--- src/rtl/pfc_sup_pkg.sv ---
package pfc_sup_pkg;

  typedef enum logic [1:0] {
    ST_OFF   = 2'd0,
    ST_START = 2'd1,
    ST_RUN   = 2'd2,
    ST_STBY  = 2'd3
  } sup_state_e;

  typedef enum logic [1:0] {
    CZ_NONE  = 2'd0,
    CZ_OPEN  = 2'd1,
    CZ_BROWN = 2'd2,
    CZ_LOCK  = 2'd3
  } cause_e;

  // Bit positions of the raw flag bus handed to the synchronizer bank.
  localparam int FL_VON   = 0;
  localparam int FL_VLOW  = 1;
  localparam int FL_LHI   = 2;
  localparam int FL_LLO   = 3;
  localparam int FL_OPEN  = 4;
  localparam int FL_OVP   = 5;
  localparam int FL_REACH = 6;
  localparam int FLAG_W   = 7;

  // Set/clear memory; the clearing flag dominates.
  function automatic logic hyst_next(input logic cur, input logic set, input logic clr);
    if (clr)      return 1'b0;
    else if (set) return 1'b1;
    else          return cur;
  endfunction

  function automatic cause_e cause_of(input logic vcc_ok, input logic line_ok,
                                      input logic loop_ok);
    if (!vcc_ok)       return CZ_LOCK;
    else if (!line_ok) return CZ_BROWN;
    else if (!loop_ok) return CZ_OPEN;
    else               return CZ_NONE;
  endfunction

  function automatic sup_state_e next_state(input sup_state_e cur, input logic vcc_ok,
                                            input logic line_ok, input logic loop_ok,
                                            input logic reach);
    logic all_ok;
    all_ok = vcc_ok && line_ok && loop_ok;
    if (!vcc_ok) return ST_OFF;
    case (cur)
      ST_OFF:   return all_ok ? ST_START : ST_STBY;
      ST_STBY:  return all_ok ? ST_START : ST_STBY;
      ST_START: begin
        if (!all_ok)    return ST_STBY;
        else if (reach) return ST_RUN;
        else            return ST_START;
      end
      default:  return all_ok ? ST_RUN : ST_STBY;
    endcase
  endfunction

endpackage

--- src/rtl/pfc_flag_sync.sv ---
module pfc_flag_sync #(
  parameter int WIDTH  = 7,
  parameter int STAGES = 2
) (
  input  logic             clk,
  input  logic             rst_n,
  input  logic [WIDTH-1:0] raw_i,
  output logic [WIDTH-1:0] sync_o
);
  localparam int LAST = STAGES - 1;

  for (genvar b = 0; b < WIDTH; b++) begin : g_bit
    logic [STAGES-1:0] chain;
    always_ff @(posedge clk or negedge rst_n) begin
      if (!rst_n) chain <= '0;
      else        chain <= {chain[STAGES-2:0], raw_i[b]};
    end
    assign sync_o[b] = chain[LAST];
  end
endmodule

--- src/rtl/pfc_cond.sv ---
module pfc_cond
  import pfc_sup_pkg::*;
(
  input  logic              clk,
  input  logic              rst_n,
  input  logic [FLAG_W-1:0] flags_i,
  output logic              vcc_ok_o,
  output logic              line_ok_o,
  output logic              loop_ok_o,
  output logic              ovp_o,
  output logic              reach_o
);
  always_ff @(posedge clk or negedge rst_n) begin
    if (!rst_n) begin
      vcc_ok_o  <= 1'b0;
      line_ok_o <= 1'b0;
      loop_ok_o <= 1'b0;
      ovp_o     <= 1'b0;
      reach_o   <= 1'b0;
    end else begin
      vcc_ok_o  <= hyst_next(vcc_ok_o, flags_i[FL_VON], flags_i[FL_VLOW]);
      line_ok_o <= hyst_next(line_ok_o, flags_i[FL_LHI], flags_i[FL_LLO]);
      loop_ok_o <= !flags_i[FL_OPEN];
      ovp_o     <= flags_i[FL_OVP];
      reach_o   <= flags_i[FL_REACH];
    end
  end
endmodule

--- src/rtl/pfc_sup_fsm.sv ---
module pfc_sup_fsm
  import pfc_sup_pkg::*;
(
  input  logic       clk,
  input  logic       rst_n,
  input  logic       vcc_ok_i,
  input  logic       line_ok_i,
  input  logic       loop_ok_i,
  input  logic       reach_i,
  output sup_state_e state_o
);
  sup_state_e state_d;

  always_comb state_d = next_state(state_o, vcc_ok_i, line_ok_i, loop_ok_i, reach_i);

  always_ff @(posedge clk or negedge rst_n) begin
    if (!rst_n) state_o <= ST_OFF;
    else        state_o <= state_d;
  end
endmodule

--- src/rtl/pfc_supervisor.sv ---
module pfc_supervisor
  import pfc_sup_pkg::*;
#(
  parameter int SYNC_STAGES = 2
) (
  input  logic       clk,
  input  logic       rst_n,
  input  logic       vcc_on_i,
  input  logic       vcc_low_i,
  input  logic       line_high_i,
  input  logic       line_low_i,
  input  logic       fb_open_i,
  input  logic       fb_ovp_i,
  input  logic       out_reached_i,
  output logic [1:0] state_o,
  output logic [1:0] cause_o,
  output logic       gate_en_o,
  output logic       fault_o,
  output logic       standby_o,
  output logic       startup_o,
  output logic       ovp_cut_o
);
  logic [FLAG_W-1:0] raw_flags;
  logic [FLAG_W-1:0] sync_flags;
  logic              vcc_ok, line_ok, loop_ok, ovp_q, reach_q;
  sup_state_e        state_q;
  cause_e            cause_w;

  always_comb begin
    raw_flags           = '0;
    raw_flags[FL_VON]   = vcc_on_i;
    raw_flags[FL_VLOW]  = vcc_low_i;
    raw_flags[FL_LHI]   = line_high_i;
    raw_flags[FL_LLO]   = line_low_i;
    raw_flags[FL_OPEN]  = fb_open_i;
    raw_flags[FL_OVP]   = fb_ovp_i;
    raw_flags[FL_REACH] = out_reached_i;
  end

  pfc_flag_sync #(.WIDTH(FLAG_W), .STAGES(SYNC_STAGES)) u_sync (
    .clk(clk), .rst_n(rst_n), .raw_i(raw_flags), .sync_o(sync_flags)
  );

  pfc_cond u_cond (
    .clk(clk), .rst_n(rst_n), .flags_i(sync_flags),
    .vcc_ok_o(vcc_ok), .line_ok_o(line_ok), .loop_ok_o(loop_ok),
    .ovp_o(ovp_q), .reach_o(reach_q)
  );

  pfc_sup_fsm u_fsm (
    .clk(clk), .rst_n(rst_n), .vcc_ok_i(vcc_ok), .line_ok_i(line_ok),
    .loop_ok_i(loop_ok), .reach_i(reach_q), .state_o(state_q)
  );

  always_comb cause_w = cause_of(vcc_ok, line_ok, loop_ok);

  assign state_o   = state_q;
  assign cause_o   = cause_w;
  assign gate_en_o = (state_q == ST_START) || (state_q == ST_RUN);
  assign fault_o   = (state_q == ST_OFF) || (state_q == ST_STBY);
  assign standby_o = (state_q == ST_STBY);
  assign startup_o = (state_q == ST_START);
  assign ovp_cut_o = gate_en_o && ovp_q;
endmodule

--- config.mk ---
export PLATFORM = sky130hd
export DESIGN_NAME = pfc_supervisor
export DESIGN_NICKNAME = d
export VERILOG_FILES = /design/src/rtl/pfc_sup_pkg.sv /design/src/rtl/pfc_flag_sync.sv /design/src/rtl/pfc_cond.sv /design/src/rtl/pfc_sup_fsm.sv /design/src/rtl/pfc_supervisor.sv
export SDC_FILE = /design/constraint.sdc
export NUM_CORES = 1
export LEC_CHECK = 0
export BUFFER_PORTS_ARGS = -buffer_cell sky130_fd_sc_hd__clkbuf_2
export CAP_MARGIN = 20
export CORE_UTILIZATION = 36
export CTS_BUF_LIST = sky130_fd_sc_hd__clkbuf_2
export DETAILED_ROUTE_END_ITERATION = 16
export HOLD_SLACK_MARGIN = 0.15
export PLACE_DENSITY = 0.64
export SETUP_SLACK_MARGIN = 0.4
export SLEW_MARGIN = 30
export SYNTH_ARGS = -nofsm -noshare
export SYNTH_HDL_FRONTEND = slang
export SYNTH_SLANG_ARGS = --single-unit
--- constraint.sdc ---
create_clock -name clk -period 1.3 [get_ports clk]
set_input_delay 0.13 -clock clk [delete_from_list [all_inputs] [get_ports clk]]
set_output_delay 0.13 -clock clk [all_outputs]
set_load 0.01 [all_outputs]
Yosys cells after proc, flatten, opt, wreduce, memory -nomap -nowiden
Index checks and enable logic that the tools add are counted.
- register bits after elaboration: 21
- input port bits: 9
- word-level logic and storage cells: 39
- eq/ne operators: 3
- mux-type cells: 13
- reduce and logical (&&, ||, !) cells: 10
- operators by type and width (operator ; count):
    $mux 2 ; 6
    $mux 1 ; 6
    $eq 2x2->1 const B ; 2
    $pmux 2 s2 ; 1
    $reduce_bool 2->1 ; 2
    $logic_and 1x1->1 ; 3
    $eq 2x1->1 const B ; 1
    $logic_not 2->1 ; 1
    $logic_or 1x1->1 ; 2
    $reduce_or 2->1 ; 1
    $logic_not 1->1 ; 1

Logic depth before layout (Yosys ltp)
- depth in word-level cells: 5
- mapped depth: 5
- mapped depth without buffers: 5

Hierarchy
From an unflattened synthesis, not the netlist that was laid out.
- cells, all modules: 50
- area total of the unflattened synthesis: 739.5 sq um
- modules (own cells, without submodules) (module ; instances ; cells an instance ; area an instance (sq um)):
    pfc_flag_sync ; 1 ; 21 ; 402.9
    pfc_cond ; 1 ; 8 ; 148.9
    pfc_sup_fsm ; 1 ; 13 ; 132.6
    pfc_supervisor ; 1 ; 8 ; 55.1

Worst setup path after synthesis
No wires, ideal clock.
- kind: register to register
- start: register u_fsm.state_o[0]
- end: register u_fsm.state_o[0]
- setup time: 0.126 ns
- data arrival time: 1.196 ns
- data required time: 1.174 ns
- setup slack: -0.022 ns
- stages on the path, launching flop included: 4
- path buffers: 0
- period minus slack after synthesis: 1.322 ns
- cell sequence: dfrtp_1 > inv_1 > ha_1 > o311a_1
- cells in the longest elaborated chain, start to end: 4
- elaborated cells on any way between the ends: 6
- classes of those cells: 2 x eq/ne; 2 x mux; 2 x reduce/logical
- ends and longest elaborated chain (what ; RTL line ; source):
    start, declared ; pfc_sup_fsm.sv:10 ; output sup_state_e state_o
    start signal, assigned ; pfc_sup_fsm.sv:18 ; else state_o <= state_d;
    $eq 2x2->1 or $logic_not 2->1 (tied branches) ; pfc_sup_pkg.sv:48 ; case (cur)
    $reduce_or 2->1 (no source line) ; n/a ;
    $pmux 2 s2 * ; pfc_sup_pkg.sv:48 ;
    $mux 2 * ; pfc_sup_pkg.sv:48 ;
    net u_fsm.state_d[0] ; pfc_sup_fsm.sv:12 ; sup_state_e state_d;
The timed path passes the listed nets; every way through them passes the cells marked *.
A chain may end at the register's enable or synchronous reset.

Worst setup path after layout
- start: register u_fsm.state_o[0]
- end: output ovp_cut_o
- cells in the longest elaborated chain, start to end: 3
- elaborated cells on any way between the ends: 4
- classes of those cells: 2 x eq/ne; 2 x reduce/logical
- ends and longest elaborated chain (what ; RTL line ; source):
    $eq 2x1->1 or $eq 2x2->1 (tied branches) ; n/a ;
    $logic_or 1x1->1 * ; pfc_supervisor.sv:59 ; assign gate_en_o = (state_q == ST_START) || (state_q == ST_RUN);
    $logic_and 1x1->1 * ; pfc_supervisor.sv:63 ; assign ovp_cut_o = gate_en_o && ovp_q;
    end, declared ; pfc_supervisor.sv:21 ; output logic ovp_cut_o
Every way passes the cells marked *; elsewhere a longest branch is shown, timed or not.

==> results_dict.tcl <==
set metrics [dict create \
    clk_path_buf_depth 2 \
    htree_levels 1 \
    endpoint_kind "output pin" \
    avgSynthCellArea_um2 15.6 \
    final-hold-violation-count 0 \
    start_kind "flop" \
    crit_path_top_delay_cell "dfrtp_1" \
    final_cells 105 \
    crit_chain "inv_2 -> ha_4 -> nor2b_1 -> clkbuf_2" \
    synth_top_area_cell "dfrtp_1" \
    pre_cts_ws_ns 0.156 \
    wl_um 979 \
    grt_pass1_wl_um 1530 \
    gr-usage-all-layers_pct 11.0 \
    outcome "finished with violations" \
    cpPeakStageDelay_ns 0.43 \
    max-vdd-ir-drop_v 0.000740 \
    grt_pass1_vias 392 \
    path_class "flop to output pin" \
    clk_latency_ns 0.29 \
    hold_class "input pin to asynchronous set/reset pin" \
    start_util_pct 38.8 \
    ys_top_cells_by_area "dfrtp_1 (79%), ha_1 (5.6%), inv_1 (2.8%)" \
    finalSetupViolCount 2 \
    placed_area_um2 802 \
    cp.arrival_ns 1.22 \
    finalCriticalPeriod_ns 1.35 \
    drt_drc_violations_left 0 \
    cts_made_buffers 3 \
    required_ns 1.17 \
    period_share_pct 104 \
    syn_to_final_growth_pct 52.0 \
    nNetsFinal 93 \
    gp_congestion 0.761 \
    cap_viol_max_count 0 \
    violations "negative setup slack" \
    clk_pin_slew_worst_paths_ns 0.17 \
    stdcell_area_mm2 0.00102 \
    cp_max_fo 4 \
    design.core.area_mm2 0.00173 \
    cts_root_buffer "clkbuf_2" \
    clock_sinks 21 \
    overflow 0 \
    rsz0062_at_grt "true" \
    yosys_warnings 0 \
    grt_max_degree 22 \
    diodes 0 \
    ys_seq_area_share_pct 78.5 \
    p_leak_uw 0.000490 \
    dr_total_vias 421 \
    hold-worst-slack_ns 0.305 \
    firstDrtPassIters 4 \
    cp_top_family "flip-flops" \
    synth-seq-cells 21 \
    slew_headroom_pct 67.6 \
    drive_gt1_share_pct 48.8 \
    detail-route-antenna-nets 0 \
    dp.cells 85 \
    fin_tns_setup_ns -0.0733 \
    p_per_area_mw_per_mm2 1220 \
    port_buffers 17 \
    fin_skew_ns 0.00540 \
    io_pins 18 \
    routed_via_density 4.01 \
    die_area_mm2 0.00204 \
    netlist_instances 43 \
    setup_ws_ns -0.0540 \
    syn-num-nets 55 \
    post-dp-hpwl_um 576 \
    critPathBufInv 2 \
    syn_area_um2 669 \
    wl_per_cell_um 9.32 \
    die_y_um 45.1 \
    cts_tree "done" \
    antenna_found_initial 0 \
    drtIter0Drc 6 \
    worst_pin_slew_ns 0.486 \
    synthDistinctLibCells 12 \
    synth.top_cell.area_share_pct 78.5 \
    slew_viol_final 0 \
    fmax_mhz 739 \
    row_count 15 \
    fp.dieW_um 45.1 \
]
placed cells by master (no fill, tap or decap), types with 2 or more instances in the layout:
cell and n:
dlygate4sd3_1 8, inv_1 4, dfrtp_2 2, ha_4 3
nor2_1 4, buf_2 3, dfrtp_1 19, nor2b_1 2
buf_4 5, buf_6 5, clkbuf_2 16
cells in the mapped netlist (all sizes together):
cell    number
o311a        1
a211oi       1
o31ai        1
o21ai        1
nor2b        2
nor2         5
nand3        1
ha           3
o21bai       1
inv          5
nand2        1
dfrtp       21
worst reg2reg max path: cells and delay by family (launching register included):
family | cells | cell delay, ns
flip-flops | 1 | 0.47
AO/OA/AOI/OAI | 2 | 0.30
adder cells (fa/ha/maj) | 1 | 0.28
buffers and inverters | 1 | 0.11
AND/OR/NAND/NOR | 1 | 0.04
sequential cells by signal, summed over array words and instances (netlist names):
name                count
u_cond.ovp_o            1
u_cond.reach_o          1
u_cond.vcc_ok_o         1
u_sync.g_bit.chain     14
u_cond.line_ok_o        1
u_cond.loop_ok_o        1
u_fsm.state_o           2
per-layer routing:
metal	track usage, %	routed length, um
met1	13.1	385
met3	3.60	51
met5	0	0
met4	5.45	0
met2	18.0	542
layout make-up:
cell class / instances / area (um^2)
Inverter: 5 / 18.8
Clock buffer: 4 / 20.0
Multi-Input combinational cell: 17 / 170
Fill cell: 154 / 709
Timing Repair Buffer: 33 / 249
Sequential cell: 21 / 528
Tap cell: 25 / 31.3
metrics by stage:
stage / total power (uW) / util [%]
after detailed placement: 918 / 46.4
final: 1240 / 58.9
after floorplan: 840 / -
after global routing: 1320 / 58.9
after CTS: 1240 / 56.4
after global placement: 910 / 46.4
power by group:
part,total (uW),internal (uW),switching [uW],leakage [uW]
clock,248,81.6,166,0.0000166
sequential,715,694,20.5,0.000246
combinational,277,152,126,0.000227
what timing repair did:
item,4_1_cts,5_1_grt
pin swaps,4,5
resized for setup,3,14
endpoints found under the hold margin,28,0
buffers inserted,8,0
hold buffers,8,0
endpoints found under the setup margin,11,12
final timing paths:
check	from	end	cells after the start	slack (ns)
worst max-delay path	u_fsm.state_o[0]$_DFF_PN0_	ovp_cut_o	4	-0.05
worst min-delay path	rst_n	u_sync.g_bit[6].chain[1]$_DFF_PN0_	2	0.31
min in group clk	u_sync.g_bit[0].chain[0]$_DFF_PN0_	u_sync.g_bit[0].chain[1]$_DFF_PN0_	0	0.36
max in group asynchronous	rst_n	u_cond.vcc_ok_o$_DFFE_PN0P_	2	0.64
worst max register to register	u_fsm.state_o[1]$_DFF_PN0_	u_fsm.state_o[0]$_DFF_PN0_	5	0.05
worst min register to register	u_sync.g_bit[0].chain[0]$_DFF_PN0_	u_sync.g_bit[0].chain[1]$_DFF_PN0_	0	0.36
logic make-up after synthesis:
group / Yosys count / share of synthesized area [%]
fa+ha+maj: 3 / 5.61
flops: 21 / 78.5
compound gates: 5 / 6.36
buf+inv: 5 / 2.80
simple gates: 9 / 6.73
(Power assumes the default switching activity.)
